`src/rtl/bsp_pkg.sv`:
```
package bsp_pkg;
  typedef enum logic [1:0] {
    ST_IDLE  = 2'd0,
    ST_WRITE = 2'd1,
    ST_WAIT  = 2'd2
  } bsp_state_e;
endpackage

```
`src/rtl/bsp_tag_cmp.sv`:
```
module bsp_tag_cmp #(
  parameter int BANK_W = 8,
  parameter int TAG_W  = 8
) (
  input  logic [BANK_W-1:0] bank_i,
  input  logic [TAG_W-1:0]  rdata_i,
  output logic              match_o
);
  localparam int USE_W = (TAG_W < BANK_W) ? TAG_W : BANK_W;

  logic [TAG_W-1:0] expect_tag;

  generate
    if (TAG_W > BANK_W) begin : g_pad
      assign expect_tag = {{(TAG_W-BANK_W){1'b0}}, bank_i};
    end else begin : g_trunc
      assign expect_tag = bank_i[USE_W-1:0];
    end
  endgenerate

  assign match_o = (rdata_i == expect_tag);
endmodule

```
`src/rtl/bsp_seq.sv`:
```
module bsp_seq
  import bsp_pkg::*;
#(
  parameter int          BANK_W  = 8,
  parameter int          TAG_W   = 8,
  parameter int unsigned LO_BANK = 2,
  parameter int unsigned HI_BANK = 127
) (
  input  logic              clk,
  input  logic              rst,
  input  logic              start_i,
  input  logic              rvalid_i,
  input  logic              match_i,
  output logic [BANK_W-1:0] bank_o,
  output logic [TAG_W-1:0]  wdata_o,
  output logic              we_o,
  output logic              re_o,
  output logic              busy_o,
  output logic              done_o,
  output logic [BANK_W-1:0] last_o,
  output logic              none_o
);
  localparam logic [BANK_W-1:0] LO = BANK_W'(LO_BANK);
  localparam logic [BANK_W-1:0] HI = BANK_W'(HI_BANK);

  bsp_state_e        st;
  logic [BANK_W-1:0] bank_dn;
  logic [BANK_W-1:0] bank_up;

  assign bank_dn = bank_o - 1'b1;
  assign bank_up = bank_o + 1'b1;

  function automatic logic [TAG_W-1:0] to_tag(input logic [BANK_W-1:0] b);
    return TAG_W'(b);
  endfunction

  always_ff @(posedge clk) begin
    if (rst) begin
      st      <= ST_IDLE;
      bank_o  <= '0;
      wdata_o <= '0;
      we_o    <= 1'b0;
      re_o    <= 1'b0;
      busy_o  <= 1'b0;
      done_o  <= 1'b0;
      last_o  <= '0;
      none_o  <= 1'b0;
    end else begin
      done_o <= 1'b0;
      re_o   <= 1'b0;
      case (st)
        ST_IDLE: begin
          if (start_i) begin
            st      <= ST_WRITE;
            bank_o  <= HI;
            wdata_o <= to_tag(HI);
            we_o    <= 1'b1;
            busy_o  <= 1'b1;
            last_o  <= '0;
            none_o  <= 1'b0;
          end
        end
        ST_WRITE: begin
          if (bank_o == LO) begin
            we_o <= 1'b0;
            re_o <= 1'b1;
            st   <= ST_WAIT;
          end else begin
            bank_o  <= bank_dn;
            wdata_o <= to_tag(bank_dn);
          end
        end
        ST_WAIT: begin
          if (rvalid_i) begin
            if (match_i && (bank_o != HI)) begin
              bank_o <= bank_up;
              re_o   <= 1'b1;
            end else begin
              st     <= ST_IDLE;
              busy_o <= 1'b0;
              done_o <= 1'b1;
              if (match_i) begin
                last_o <= HI;
              end else if (bank_o == LO) begin
                none_o <= 1'b1;
                last_o <= '0;
              end else begin
                last_o <= bank_dn;
              end
            end
          end
        end
        default: st <= ST_IDLE;
      endcase
    end
  end
endmodule

```
`src/rtl/bank_size_probe.sv`:
```
module bank_size_probe #(
  parameter int          BANK_W    = 8,
  parameter int          TAG_W     = 8,
  parameter int          OFS_W     = 12,
  parameter int unsigned PROBE_OFS = 12'h5A6,
  parameter int unsigned LO_BANK   = 2,
  parameter int unsigned HI_BANK   = 127
) (
  input  logic              clk,
  input  logic              rst,
  input  logic              start_i,
  output logic [BANK_W-1:0] mem_bank_o,
  output logic [OFS_W-1:0]  mem_ofs_o,
  output logic [TAG_W-1:0]  mem_wdata_o,
  output logic              mem_we_o,
  output logic              mem_re_o,
  input  logic [TAG_W-1:0]  mem_rdata_i,
  input  logic              mem_rvalid_i,
  output logic              busy_o,
  output logic              done_o,
  output logic [BANK_W-1:0] last_bank_o,
  output logic              none_o
);
  logic match;

  assign mem_ofs_o = OFS_W'(PROBE_OFS);

  bsp_tag_cmp #(.BANK_W(BANK_W), .TAG_W(TAG_W)) u_cmp (
    .bank_i  (mem_bank_o),
    .rdata_i (mem_rdata_i),
    .match_o (match)
  );

  bsp_seq #(
    .BANK_W(BANK_W), .TAG_W(TAG_W), .LO_BANK(LO_BANK), .HI_BANK(HI_BANK)
  ) u_seq (
    .clk      (clk),
    .rst      (rst),
    .start_i  (start_i),
    .rvalid_i (mem_rvalid_i),
    .match_i  (match),
    .bank_o   (mem_bank_o),
    .wdata_o  (mem_wdata_o),
    .we_o     (mem_we_o),
    .re_o     (mem_re_o),
    .busy_o   (busy_o),
    .done_o   (done_o),
    .last_o   (last_bank_o),
    .none_o   (none_o)
  );
endmodule

```
`config.mk`:
```
export PLATFORM = sky130hd
export DESIGN_NAME = bank_size_probe
export DESIGN_NICKNAME = d
export VERILOG_FILES = /design/src/rtl/bsp_pkg.sv /design/src/rtl/bsp_tag_cmp.sv /design/src/rtl/bsp_seq.sv /design/src/rtl/bank_size_probe.sv
export SDC_FILE = /design/constraint.sdc
export NUM_CORES = 1
export LEC_CHECK = 0
export BUFFER_PORTS_ARGS = -buffer_cell sky130_fd_sc_hd__buf_2
export CORE_ASPECT_RATIO = 0.6
export CORE_MARGIN = 4
export CORE_UTILIZATION = 45
export CTS_CLUSTER_SIZE = 12
export DETAILED_ROUTE_END_ITERATION = 16
export GPL_TIMING_DRIVEN = 1
export PLACE_DENSITY = 0.73
export SLEW_MARGIN = 15
export SYNTH_ARGS = -nofsm -noshare
export SYNTH_HDL_FRONTEND = slang
export SYNTH_SLANG_ARGS = --single-unit
```
`constraint.sdc`:
```
create_clock -name clk -period 4.1 [get_ports clk]
set_clock_uncertainty 0.2 [all_clocks]
set_input_delay 0.205 -clock clk [delete_from_list [all_inputs] [get_ports clk]]
set_output_delay 0.205 -clock clk [all_outputs]
set_load 0.01 [all_outputs]
```
=== Word-level counts from Yosys, hierarchy flattened ===
Index checks and enable logic that the tools add are counted.

* Bits of input ports: 12
* Output and inout port bits: 41
* Register bits after elaboration: 31
* Word-level logic and storage cells: 72

* $add $sub $neg: 2
* Multiplexer cells: 34
* Bitwise logic cells: 2
* Reductions and logical operators: 12
* Equal/unequal tests: 13

{| class="wikitable"
|+ Operators with widths
! cell !! number
|-
| $mux 8 || 9
|-
| $pmux 8 s2 || 2
|-
| $pmux 8 s3 || 1
|-
| $mux 1 || 13
|-
| $ne 2x2->1 const B || 5
|-
| $add 8x1->8 const B || 1
|-
| $eq 8x2->1 const B || 1
|-
| $eq 8x8->1 || 1
|-
| $mux 2 || 4
|-
| $ne 8x7->1 const B || 1
|-
| $pmux 1 s2 || 4
|-
| $reduce_and 4->1 || 2
|-
| $sub 8x1->8 const B || 1
|-
| $ne 2x1->1 const B || 3
|-
| $pmux 2 s3 || 1
|-
| $reduce_and 3->1 || 2
|-
| $reduce_and 6->1 || 1
|-
| $reduce_and 5->1 || 1
|-
| $reduce_bool 2->1 || 2
|-
| $reduce_bool 3->1 || 1
|-
| $reduce_or 3->1 || 1
|-
| $eq 2x1->1 const B || 1
|-
| $eq 2x2->1 const B || 1
|-
| $logic_not 2->1 || 1
|-
| 2 further kinds || 3
|}

=== Longest topological paths before layout ===
Gate-level depths: netlist (run 1).

* Depth after elaboration: 6
* Depth in mapped cells: 8
* Mapped depth without buffers: 7

=== Modules after synthesis ===
Synthesis (run 1) repeated with hierarchy kept, for this count alone.

* Cell total of the unflattened synthesis: 233
* Area, all modules: 1914.3 um^2

{| class="wikitable"
|+ Modules (own cells, without submodules)
! module !! instances !! cells an instance !! area each (um^2) !! seq. area each (um^2)
|-
| bsp_seq || 1 || 208 || 1730.4 || 620.6
|-
| bank_size_probe || 1 || 14 || 97.6 || 0.0
|-
| bsp_tag_cmp || 1 || 11 || 86.3 || 0.0
|}

=== Worst setup path after synthesis (run 1) ===
No wires, ideal clock.

* Path kind: reg2reg
* Start: register u_seq.bank_o[1]
* End: register u_seq.st[0]
* Data required time: 3.828 ns
* Clock period less this slack: 2.208 ns
* Path buffers: 0
* Path slack: 1.892 ns
* Data arrival time: 1.937 ns
* Library setup time: 0.072 ns
* Cell stages (with the launch flop): 7
* Cells stage by stage: dfxtp_1 > ha_1 > nand2_1 > nor4b_4 > nor3_2 > a221oi_2 > mux2i_1

* Longest elaborated chain between the ends: 4
* Elaborated cells between the ends (all ways): 7
* Classes of those cells: 5 x eq/ne; 2 x reduce/logical

{| class="wikitable"
|+ Ends and longest elaborated chain
! what !! line !! text
|-
| from (decl) || bsp_seq.sv:14 || <nowiki>output logic [BANK_W-1:0] bank_o,</nowiki>
|-
| from (signal assigned) || bsp_seq.sv:69 || <nowiki>bank_o <= bank_dn;</nowiki>
|-
| from (signal assigned) || bsp_seq.sv:76 || <nowiki>bank_o <= bank_up;</nowiki>
|-
| $eq 8x8->1 / $ne 8x7->1 (equally long branches) || bsp_tag_cmp.sv:21, bsp_seq.sv:75 ||
|-
| $logic_and 1x1->1 || bsp_seq.sv:75 || <nowiki>if (match_i && (bank_o != HI)) begin</nowiki>
|-
| $ne 2x2->1 (no source line) || -- ||
|-
| $reduce_and 4->1 (no source line) * || -- ||
|-
| to (signal assigned) || bsp_seq.sv:67 || <nowiki>st <= ST_WAIT;</nowiki>
|-
| to (signal assigned) || bsp_seq.sv:79 || <nowiki>st <= ST_IDLE;</nowiki>
|-
| to (signal assigned) || bsp_seq.sv:93 || <nowiki>default: st <= ST_IDLE;</nowiki>
|-
| to (decl) || bsp_seq.sv:26 || <nowiki>bsp_state_e st;</nowiki>
|}

Every way passes the cells marked *; elsewhere a longest branch is shown, timed or not.
A chain may end at the register's enable or synchronous reset.

=== Worst setup path in the final report (run 1) ===
* Start: register u_seq.st[0]
* End: register u_seq.last_o[7]

* Longest elaborated chain between the ends: 3
* Elaborated cells between the ends (all ways): 8
* Classes of those cells: 4 x eq/ne; 1 x mux; 3 x reduce/logical

{| class="wikitable"
|+ Ends and longest elaborated chain
! what !! line !! text
|-
| from (signal assigned) || bsp_seq.sv:39 || <nowiki>st <= ST_IDLE;</nowiki>
|-
| from (signal assigned) || bsp_seq.sv:54 || <nowiki>st <= ST_WRITE;</nowiki>
|-
| from (signal assigned) || bsp_seq.sv:67 ||
|-
| $eq 2x2->1 / $logic_not 2->1 (equally long branches) || bsp_seq.sv:51 || <nowiki>case (st)</nowiki>
|-
| $ne 2x2->1 (no source line) / $reduce_bool 2->1 (equally long branches) || -- ||
|-
| $reduce_and 4->1 (no source line) || -- ||
|-
| to (signal assigned) || bsp_seq.sv:88 || <nowiki>last_o <= bank_dn;</nowiki>
|-
| to (decl) || bsp_seq.sv:20 || <nowiki>output logic [BANK_W-1:0] last_o,</nowiki>
|}

Several ways; a longest one is shown, not always the timed one.

==> results_dict.tcl, run 1 <==
set metrics [dict create \
    status "complete, no violations" \
    drc_errors 0 \
    syn_inst 233 \
    dieArea_um2 5690 \
    dp_hpwl_um 4035 \
    worstSetupStartpointType "flop" \
    antenna_cells 0 \
    crit_type "reg2reg" \
    syn_area_um2 2032 \
    mostFrequentLayoutCell "buf_2" \
    period_share 0.7332 \
    synthTopCellsByArea "dfxtp_1 31%, xnor2_1 6.5%, buf_4 5.2%, ha_1 4.9%, nor3_1 3.0%" \
    ys_ff_latch 31 \
    initial_core_util 0.4799 \
    gr-total-overflow 0 \
    intPower_mw 1.030 \
    crit_required_ps 4050 \
    cts.path.max_buffers 2 \
    cts_buffers 5 \
    fin_crit_ps 3006 \
    crit_arrival_ps 2950 \
    worstHoldPathType "in2reg" \
    fin_setup_tns_ps 0 \
    core_um2 4234 \
    yosys.area.top_type_share 0.3054 \
    finalPower_mw 1.951 \
    ios 53 \
    detail_route.vias_per_cell 5.683 \
    avgSynthCellArea_um2 8.721 \
    synthToLayoutAreaGrowth_pct 12.25 \
    cts_tree "built" \
    grt_max_degree 25 \
    drt.antenna.violating_nets 0 \
    cts_resized 0 \
    drv_cap 0 \
    path_max_fanout 16 \
    swShare 0.4720 \
    drtPass1Iterations 4 \
    globalplace.congestion 0.9352 \
    final-hold-violation-count 0 \
    dp.cells 314 \
    holdBufCountCts 0 \
    ir_worst_vdd_uv 325.7 \
    final_cells 322 \
    rsz0062_at_grt "no" \
    clk_latency_ps 290 \
    pwr-share-comb 0.531 \
    final_max_slew_viol_count 0 \
    p_leak_nw 0.9410 \
    timing.fmax_mhz 332.6 \
    critPathCaptureType "flop" \
    p_clk_frac 0.163 \
    core.rowCount 18 \
    io_buffers 40 \
    p_switching_mw 0.9208 \
    root_buffer "clkbuf_8" \
    synth_top_flop_cell "dfxtp_1" \
    routed_wl_um 5493 \
    post_cts_buffers 0 \
    yosysTopAreaCell "dfxtp_1" \
    worstMarginPinSlew_ps 656.4 \
    finalSetupViolCount 0 \
    grt_pass1_vias 1678 \
    drive_gt1_frac 0.2481 \
    ys_types 52 \
    synth_edf_count 0 \
    grt_use_total 0.2037 \
    clk_pin_slew_ps 60 \
    relSlewSlack 0.5618 \
    yosys_warnings 0 \
    cts.sinks 31 \
    grt_pass1_wl_um 8666 \
    vias 1830 \
    p_seq_frac 0.306 \
    drt-initial-drc-count 170 \
    p_per_area_nw_per_um2 855.2 \
    htreeDepth 2 \
    final_cell_mix "40 x buf_2, 31 x dfxtp_1, 15 x nand2_1, 15 x xnor2_1, 15 x nor2_1" \
    die_y_um 60.05 \
    ys_seq_area_frac 0.3054 \
    layout.nets 281 \
    die_w_um 94.75 \
    wire_per_inst_um 17.06 \
    synthArstFlopShare 0 \
    antenna_found_initial 0 \
]
[cells by family after synthesis]
kind of cell / synth area share
xor gates and xnor gates: 0.07328
AOI/OAI and AO/OA: 0.2340
adders and majority gates: 0.04926
muxes: 0.01478
buffers and inverters: 0.1114
other: 0.003696
DFF: 0.3054
and+or+nand+nor: 0.2081
[worst max-delay path: stages (launching register included)]
cell      delay, ps
dfxtp_1         420
inv_1            90
ha_1            410
inv_1           410
o21ai_1         260
nor2_1          480
a21boi_0        410
o21ai_0         180
[power groups by stage]
stage	clock, mW	sequential (mW)	combinational [mW]
2_1_floorplan	0	0.556	0.784
3_3_place_gp	0	0.596	0.998
3_5_place_dp	0	0.598	1.01
4_1_cts	0.318	0.595	1.03
5_1_grt	0.334	0.619	1.13
6_report	0.318	0.598	1.04
[path summary, 6_finish.rpt]
path,startpoint,end,slack (ps),cells after the start
setup reg to reg,u_seq.st[0],u_seq.last_o[7],1090,7
hold / removal,mem_rvalid_i,u_seq.done_o,20,2
setup / recovery,u_seq.st[0],u_seq.last_o[7],1090,7
hold reg to reg,u_seq.last_o[0],u_seq.last_o[0],270,2
[sequential cells by signal, summed over array words and instances, names as in the netlist]
| signal | cells |
|---|---|
| u_seq.re_o | 1 |
| u_seq.none_o | 1 |
| u_seq.busy_o | 1 |
| u_seq.we_o | 1 |
| u_seq.last_o | 8 |
| u_seq.bank_o | 8 |
| u_seq.st | 2 |
| u_seq.wdata_o | 8 |
| u_seq.done_o | 1 |
[cell type report]
| type | count | area (um^2) |
|---|---|---|
| fill | 424 | 1953 |
| multi-input combinational | 171 | 1222 |
| sequential | 31 | 620.6 |
| timing repair buffer | 40 | 200.2 |
| clock buffer | 6 | 82.58 |
| tap | 60 | 75.07 |
| inverter | 12 | 45.04 |
| clock inverter | 2 | 35.03 |
[routing by layer]
| metal | vias up | part of all wire | global-route usage |
|---|---|---|---|
| li1 | 879 | - | - |
| met1 | 848 | 0.48 | 0.3016 |
| met2 | 94 | 0.41 | 0.2866 |
| met3 | 9 | 0.094 | 0.05409 |
| met4 | 0 | 0.011 | 0.05955 |
| met5 | - | 0 | 0 |
[cells in the mapped netlist (8+ instances only)]
library cell,n
a211oi_1,8
a21oi_1,10
buf_4,14
clkbuf_1,8
dfxtp_1,31
ha_1,8
inv_1,12
nand2_1,15
nor2_1,15
nor3_1,12
xnor2_1,15
[through the flow]
| stage | setup slack [ps] | utilization | instance area [um^2] | hold slack (ps) |
|---|---|---|---|---|
| 6_report | 1094 | 0.5387 | 2281 | 18.74 |
| 5_1_grt | 810.0 | 0.5387 | 2281 | 20.03 |
| 4_1_cts | 1172 | 0.5387 | 2281 | 10.99 |
| 3_5_place_dp | 1253 | 0.5109 | 2163 | 263.7 |
| 3_3_place_gp | 1391 | 0.5109 | 2163 | 256.1 |
| 2_1_floorplan | 1892 | - | 2069 | 150.9 |
No activity file was read; power rests on OpenSTA's default activity.
==> inputs of run 2 (changes only) <==
clock period = 2.9 ns   (was 4.1 ns; I/O delays follow)
==> results_dict.tcl, run 2 (same netlist as run 1, synthesis figures left out) <==
set metrics [dict create \
    grt_pass1_vias 1677 \
    mostFrequentLayoutCell "buf_2" \
    ios 53 \
    crit_type "reg2reg" \
    root_buffer "clkbuf_8" \
    htreeDepth 2 \
    drt.antenna.violating_nets 0 \
    synthToLayoutAreaGrowth_pct 15.33 \
    post_cts_buffers 0 \
    wire_per_inst_um 16.08 \
    worstSetupStartpointType "flop" \
    grt_pass1_wl_um 8535 \
    routed_wl_um 5308 \
    relSlewSlack 0.5668 \
    final_max_slew_viol_count 0 \
    drive_gt1_frac 0.2667 \
    gr-total-overflow 0 \
    finalPower_mw 2.784 \
    fin_crit_ps 2469 \
    p_switching_mw 1.289 \
    holdBufCountCts 1 \
    antenna_found_initial 0 \
    clk_latency_ps 280 \
    final_cell_mix "40 x buf_2, 31 x dfxtp_1, 15 x nand2_1, 15 x xnor2_1, 15 x nor2_1" \
    dp_hpwl_um 4043 \
    fin_setup_tns_ps 0 \
    intPower_mw 1.495 \
    pwr-share-comb 0.545 \
    path_max_fanout 13 \
    period_share 0.8512 \
    layout.nets 289 \
    detail_route.vias_per_cell 5.521 \
    drv_cap 0 \
    p_leak_nw 0.9797 \
    vias 1822 \
    cts_tree "built" \
    die_y_um 60.05 \
    drtPass1Iterations 5 \
    finalSetupViolCount 0 \
    critPathCaptureType "flop" \
    worstMarginPinSlew_ps 649.0 \
    crit_required_ps 2840 \
    grt_use_total 0.1950 \
    grt_max_degree 25 \
    core_um2 4234 \
    io_buffers 40 \
    status "complete, no violations" \
    p_clk_frac 0.160 \
    initial_core_util 0.4799 \
    swShare 0.4629 \
    core.rowCount 18 \
    largestRegisters "u_seq.bank_o (8), u_seq.last_o (8), u_seq.wdata_o (8)" \
    drt-initial-drc-count 129 \
    antenna_cells 0 \
    cts_buffers 5 \
    clk_pin_slew_ps 70 \
    drc_errors 0 \
    rsz0062_at_grt "no" \
    final-hold-violation-count 0 \
    fin_util 0.5535 \
    timing.fmax_mhz 405.1 \
    cts.sinks 31 \
    ir_worst_vdd_uv 463.6 \
    p_seq_frac 0.295 \
    cts.path.max_buffers 2 \
    rrSetupSlack_ps 430 \
    worstHoldPathType "in2reg" \
    final.fill_count 406 \
    cts_resized 0 \
    dieArea_um2 5690 \
    globalplace.congestion 1.045 \
    die_w_um 94.75 \
    crit_arrival_ps 2410 \
    p_per_area_nw_per_um2 1188 \
]
run 2: cell count changes in the layout (fill, tap and decap cells not counted):
cell,delta
buf_4,+7
dlygate4sd3_1,+1
run 2: cell type report:
class	instances	area [um^2]	area share
Multi-Input combinational cell	171	1222	0.5216
Tap cell	60	75.07	0.03203
Inverter	12	45.04	0.01922
Timing Repair Buffer	48	262.8	0.1121
Clock inverter	2	35.03	0.01495
Clock buffer	6	82.58	0.03524
Sequential cell	31	620.6	0.2648
run 2: power by group through the flow:
stage,Sequential (mW),Combinational (mW),Clock (mW)
floorplan,0.786,1.11,0
global placement,0.821,1.49,0
detailed placement,0.827,1.49,0
CTS,0.820,1.50,0.454
global route,0.848,1.67,0.474
finish,0.821,1.52,0.446
run 2: critical path, stage by stage, from the launching register on:
cell and delay (ps):
dfxtp_1 740, xnor2_1 190, nand4_1 280, or2_1 420
o31ai_4 360, a221oi_1 150
run 2: worst paths after layout:
path | from | endpoint | cells past startpoint
worst max-delay path | u_seq.bank_o[3] | u_seq.last_o[1] | 5
worst min-delay path | start_i | u_seq.we_o | 4
worst max register to register | u_seq.bank_o[3] | u_seq.last_o[1] | 5
worst min register to register | u_seq.last_o[0] | u_seq.last_o[0] | 2
run 2: per-layer routing:
layer / vias up / routed length (um) / track usage
met5: - / 0 / 0
met1: 821 / 2660 / 0.3049
met4: 0 / 34 / 0.03901
li1: 893 / - / -
met3: 6 / 617 / 0.06918
met2: 102 / 1996 / 0.2475
run 2: per-stage QoR:
stage	instance area, um^2	instances	hold slack [ps]	setup WS [ps]
2_1_floorplan	2069	243	90.92	691.6
3_3_place_gp	2216	321	224.9	496.0
3_5_place_dp	2216	321	231.8	471.6
4_1_cts	2344	330	81.49	460.0
5_1_grt	2344	330	117.2	251.9
6_report	2344	330	107.3	431.5
==> inputs of run 3 (changes only) <==
CORE_UTILIZATION = 52   (was 45)
PLACE_DENSITY = 0.79   (was 0.73)
SYNTH_HIERARCHICAL = 1   (was default)
==> results_dict.tcl, run 3 <==
set metrics [dict create \
    status "complete, no violations" \
    grt-busiest-layer "met2" \
    crit_cells 9 \
    period_share 0.8794 \
    drt.antenna.violating_nets 0 \
    p_leak_nw 0.9314 \
    wire_per_inst_um 15.53 \
    ir_worst_vdd_uv 394.6 \
    finalInstanceArea_um2 2218 \
    grt_use_met2 0.3147 \
    clk_latency_ps 280 \
    timing.rr.start "u_seq/bank_o[7]" \
    ios 53 \
    grt_pass1_wl_um 7831 \
    crit_arrival_ps 2570 \
    ys_seq_area_frac 0.3242 \
    relSlewSlack 0.5397 \
    grt_max_degree 27 \
    cp_slowest_cell "dfxtp_1" \
    dp_hpwl_um 3618 \
    cts_buffers 5 \
    p_seq_frac 0.347 \
    synthArstFlopShare 0 \
    yosysTopAreaCell "dfxtp_1" \
    min_from "start_i" \
    critPathCaptureType "flop" \
    cp.buffers_inverters 1 \
    synthAdderAreaFrac 0.04575 \
    yosys_warnings 6 \
    ys_ff_latch 31 \
    drc_errors 0 \
    intPower_mw 1.045 \
    drtPass1Iterations 4 \
    cts.sinks 31 \
    reg2reg_depth 9 \
    synth_compound_area_frac 0.1954 \
    die_w_um 86.33 \
    drv_cap 0 \
    crit_required_ps 2920 \
    finalPower_mw 1.664 \
    die_y_um 55 \
    finalSetupViolCount 0 \
    post_synth_mux_area_share 0.01634 \
    whs_ps 92.36 \
    dp_slack_ps 355.0 \
    ys_types 55 \
    cpPeakStageDelay_ps 530 \
    core.rowCount 16 \
    p_switching_mw 0.6184 \
    yosys.area_share.simple 0.2353 \
    io_buffers 40 \
    cts.path.max_buffers 2 \
    syn_inst 233 \
    grt_pass1_vias 1576 \
    fin_ws_ps 349.8 \
    fin_setup_tns_ps 0 \
    crit_chain "xnor2_1 > nand4_1 > nor2_1 > nand2b_1 > o311ai_1 > nor2b_1 > buf_4 > nor3b_1 > a31o_1" \
    gr-total-overflow 0 \
    syn_area_um2 1914 \
    avgSynthCellArea_um2 8.216 \
    worstHoldPathType "in2reg" \
    grt_use_total 0.2131 \
    vias 1802 \
    post_cts_buffers 0 \
    final_cells 315 \
    worstMarginPinSlew_ps 679.7 \
    worst_hold_path.endpoint "u_seq/we_o" \
    whs_path_depth 4 \
    r2r_end "u_seq/last_o[7]" \
    root_buffer "clkbuf_8" \
    largestRegisters "u_seq/bank_o (8), u_seq/last_o (8), u_seq/wdata_o (8)" \
    fin_crit_ps 2550 \
    pwr-share-comb 0.388 \
    rrSetupSlack_ps 350 \
    p_clk_frac 0.264 \
    synth_top_family_by_area "simple AND/OR/NAND/NOR gates" \
    cts_tree "built" \
    synthTopCellsByArea "dfxtp_1 32%, xnor2_1 6.9%, a211oi_1 6.3%, nor2_1 5.1%, buf_4 4.7%" \
    final_cell_mix "40 x buf_2, 31 x dfxtp_1, 26 x nor2_1" \
    dieArea_um2 4748 \
    globalplace.congestion 0.8536 \
    routed_wl_um 4892 \
    rsz0062_at_grt "no" \
    synth_edf_count 0 \
    use_met1 0.3123 \
    synth_most_common_cell "dfxtp_1" \
    fin_util 0.6557 \
    use_met3 0.05621 \
    worstSetupStartpointType "flop" \
    drive_gt1_frac 0.2370 \
    timing.fmax_mhz 392.1 \
    dp.cells 306 \
    drt-initial-drc-count 161 \
    critical-path-top-delay-family "simple AND/OR/NAND/NOR gates" \
    synthToLayoutAreaGrowth_pct 15.88 \
    yosys.area.top_type_share 0.3242 \
    detail_route.vias_per_cell 5.721 \
    synth_top_flop_cell "dfxtp_1" \
    synthTopCellsByCount "31 x dfxtp_1, 26 x nor2_1, 17 x nand2_1, 16 x a211oi_1, 15 x xnor2_1" \
    core_um2 3383 \
    crit_type "reg2reg" \
    layout.nets 288 \
    clk_pin_slew_ps 70 \
    p_per_area_nw_per_um2 750.0 \
    initial_core_util 0.5658 \
    htreeDepth 2 \
    final-hold-violation-count 0 \
    swShare 0.3717 \
    antenna_found_initial 0 \
    path_max_fanout 9 \
    antenna_cells 0 \
    mostFrequentLayoutCell "buf_2" \
    synthXorXnorAreaFrac 0.07320 \
    final_max_slew_viol_count 0 \
    post_dp_cell_area_um2 2088 \
]
## run 3: changes by cell type in the layout (fill, tap and decap cells not counted), sizes merged, moves of 3 or more
cell | before | now
nor2 | 15 | 26
a211oi | 9 | 16
a221oi | 7 | 1
and3 | 5 | 0
inv | 12 | 7
o221a | 5 | 0
a21oi | 10 | 6
nand2b | 2 | 6
nor3 | 14 | 10
nor4 | 1 | 4
## run 3: what timing repair did
action                                  in CTS  in global routing
endpoints found under the setup margin       0                  2
endpoints found under the hold margin        2                  0
resized for setup                            0                  1
hold buffers                                 1                  0
## run 3: kinds of logic after synthesis
| kind of cell | Yosys count |
|---|---|
| AND/OR/NAND/NOR | 87 |
| AO/OA/AOI/OAI | 50 |
| buffers and inverters | 37 |
| flip-flops | 31 |
| XOR/XNOR | 16 |
| adder cells (fa/ha/maj) | 7 |
| multiplexers | 3 |
| other | 2 |
## run 3: cell type report
class | count | area, um^2
clock inverter | 2 | 35.03
fill | 304 | 1165
clock buffer | 6 | 82.58
multi-input combinational | 175 | 1131
inverter | 8 | 30.03
tap | 45 | 56.30
sequential | 31 | 620.6
timing repair buffer | 48 | 262.8
## run 3: worst max path at each step
stage	from	end
after floorplan	u_seq/bank_o[1]	u_seq/bank_o[2]
after global placement	u_seq/bank_o[0]	u_seq/last_o[7]
after detailed placement	u_seq/bank_o[0]	u_seq/wdata_o[1]
after CTS	u_seq/bank_o[0]	u_seq/wdata_o[1]
after global routing	u_seq/bank_o[0]	u_seq/last_o[7]
final	u_seq/bank_o[7]	u_seq/last_o[7]
## run 3: routing by layer
layer | wire length, um | share of wire
met1 | 2326 | 0.48
met2 | 2105 | 0.43
met3 | 452 | 0.092
met4 | 7 | 0.0014
met5 | 0 | 0
## run 3: worst register-to-register path, stage by stage, from the launching register on
cell	delay [ps]
dfxtp_1	530
xnor2_1	180
nand4_1	110
nor2_1	280
nand2b_1	230
o311ai_1	240
nor2b_1	210
buf_4	180
nor3b_1	200
a31o_1	130
## run 3: power groups by stage
stage | Combinational (mW) | Clock (mW) | Sequential [mW]
floorplan | 0.441 | 0 | 0.600
global placement | 0.617 | 0 | 0.586
detailed placement | 0.632 | 0 | 0.588
CTS | 0.636 | 0.452 | 0.578
global route | 0.712 | 0.469 | 0.593
finish | 0.646 | 0.440 | 0.578
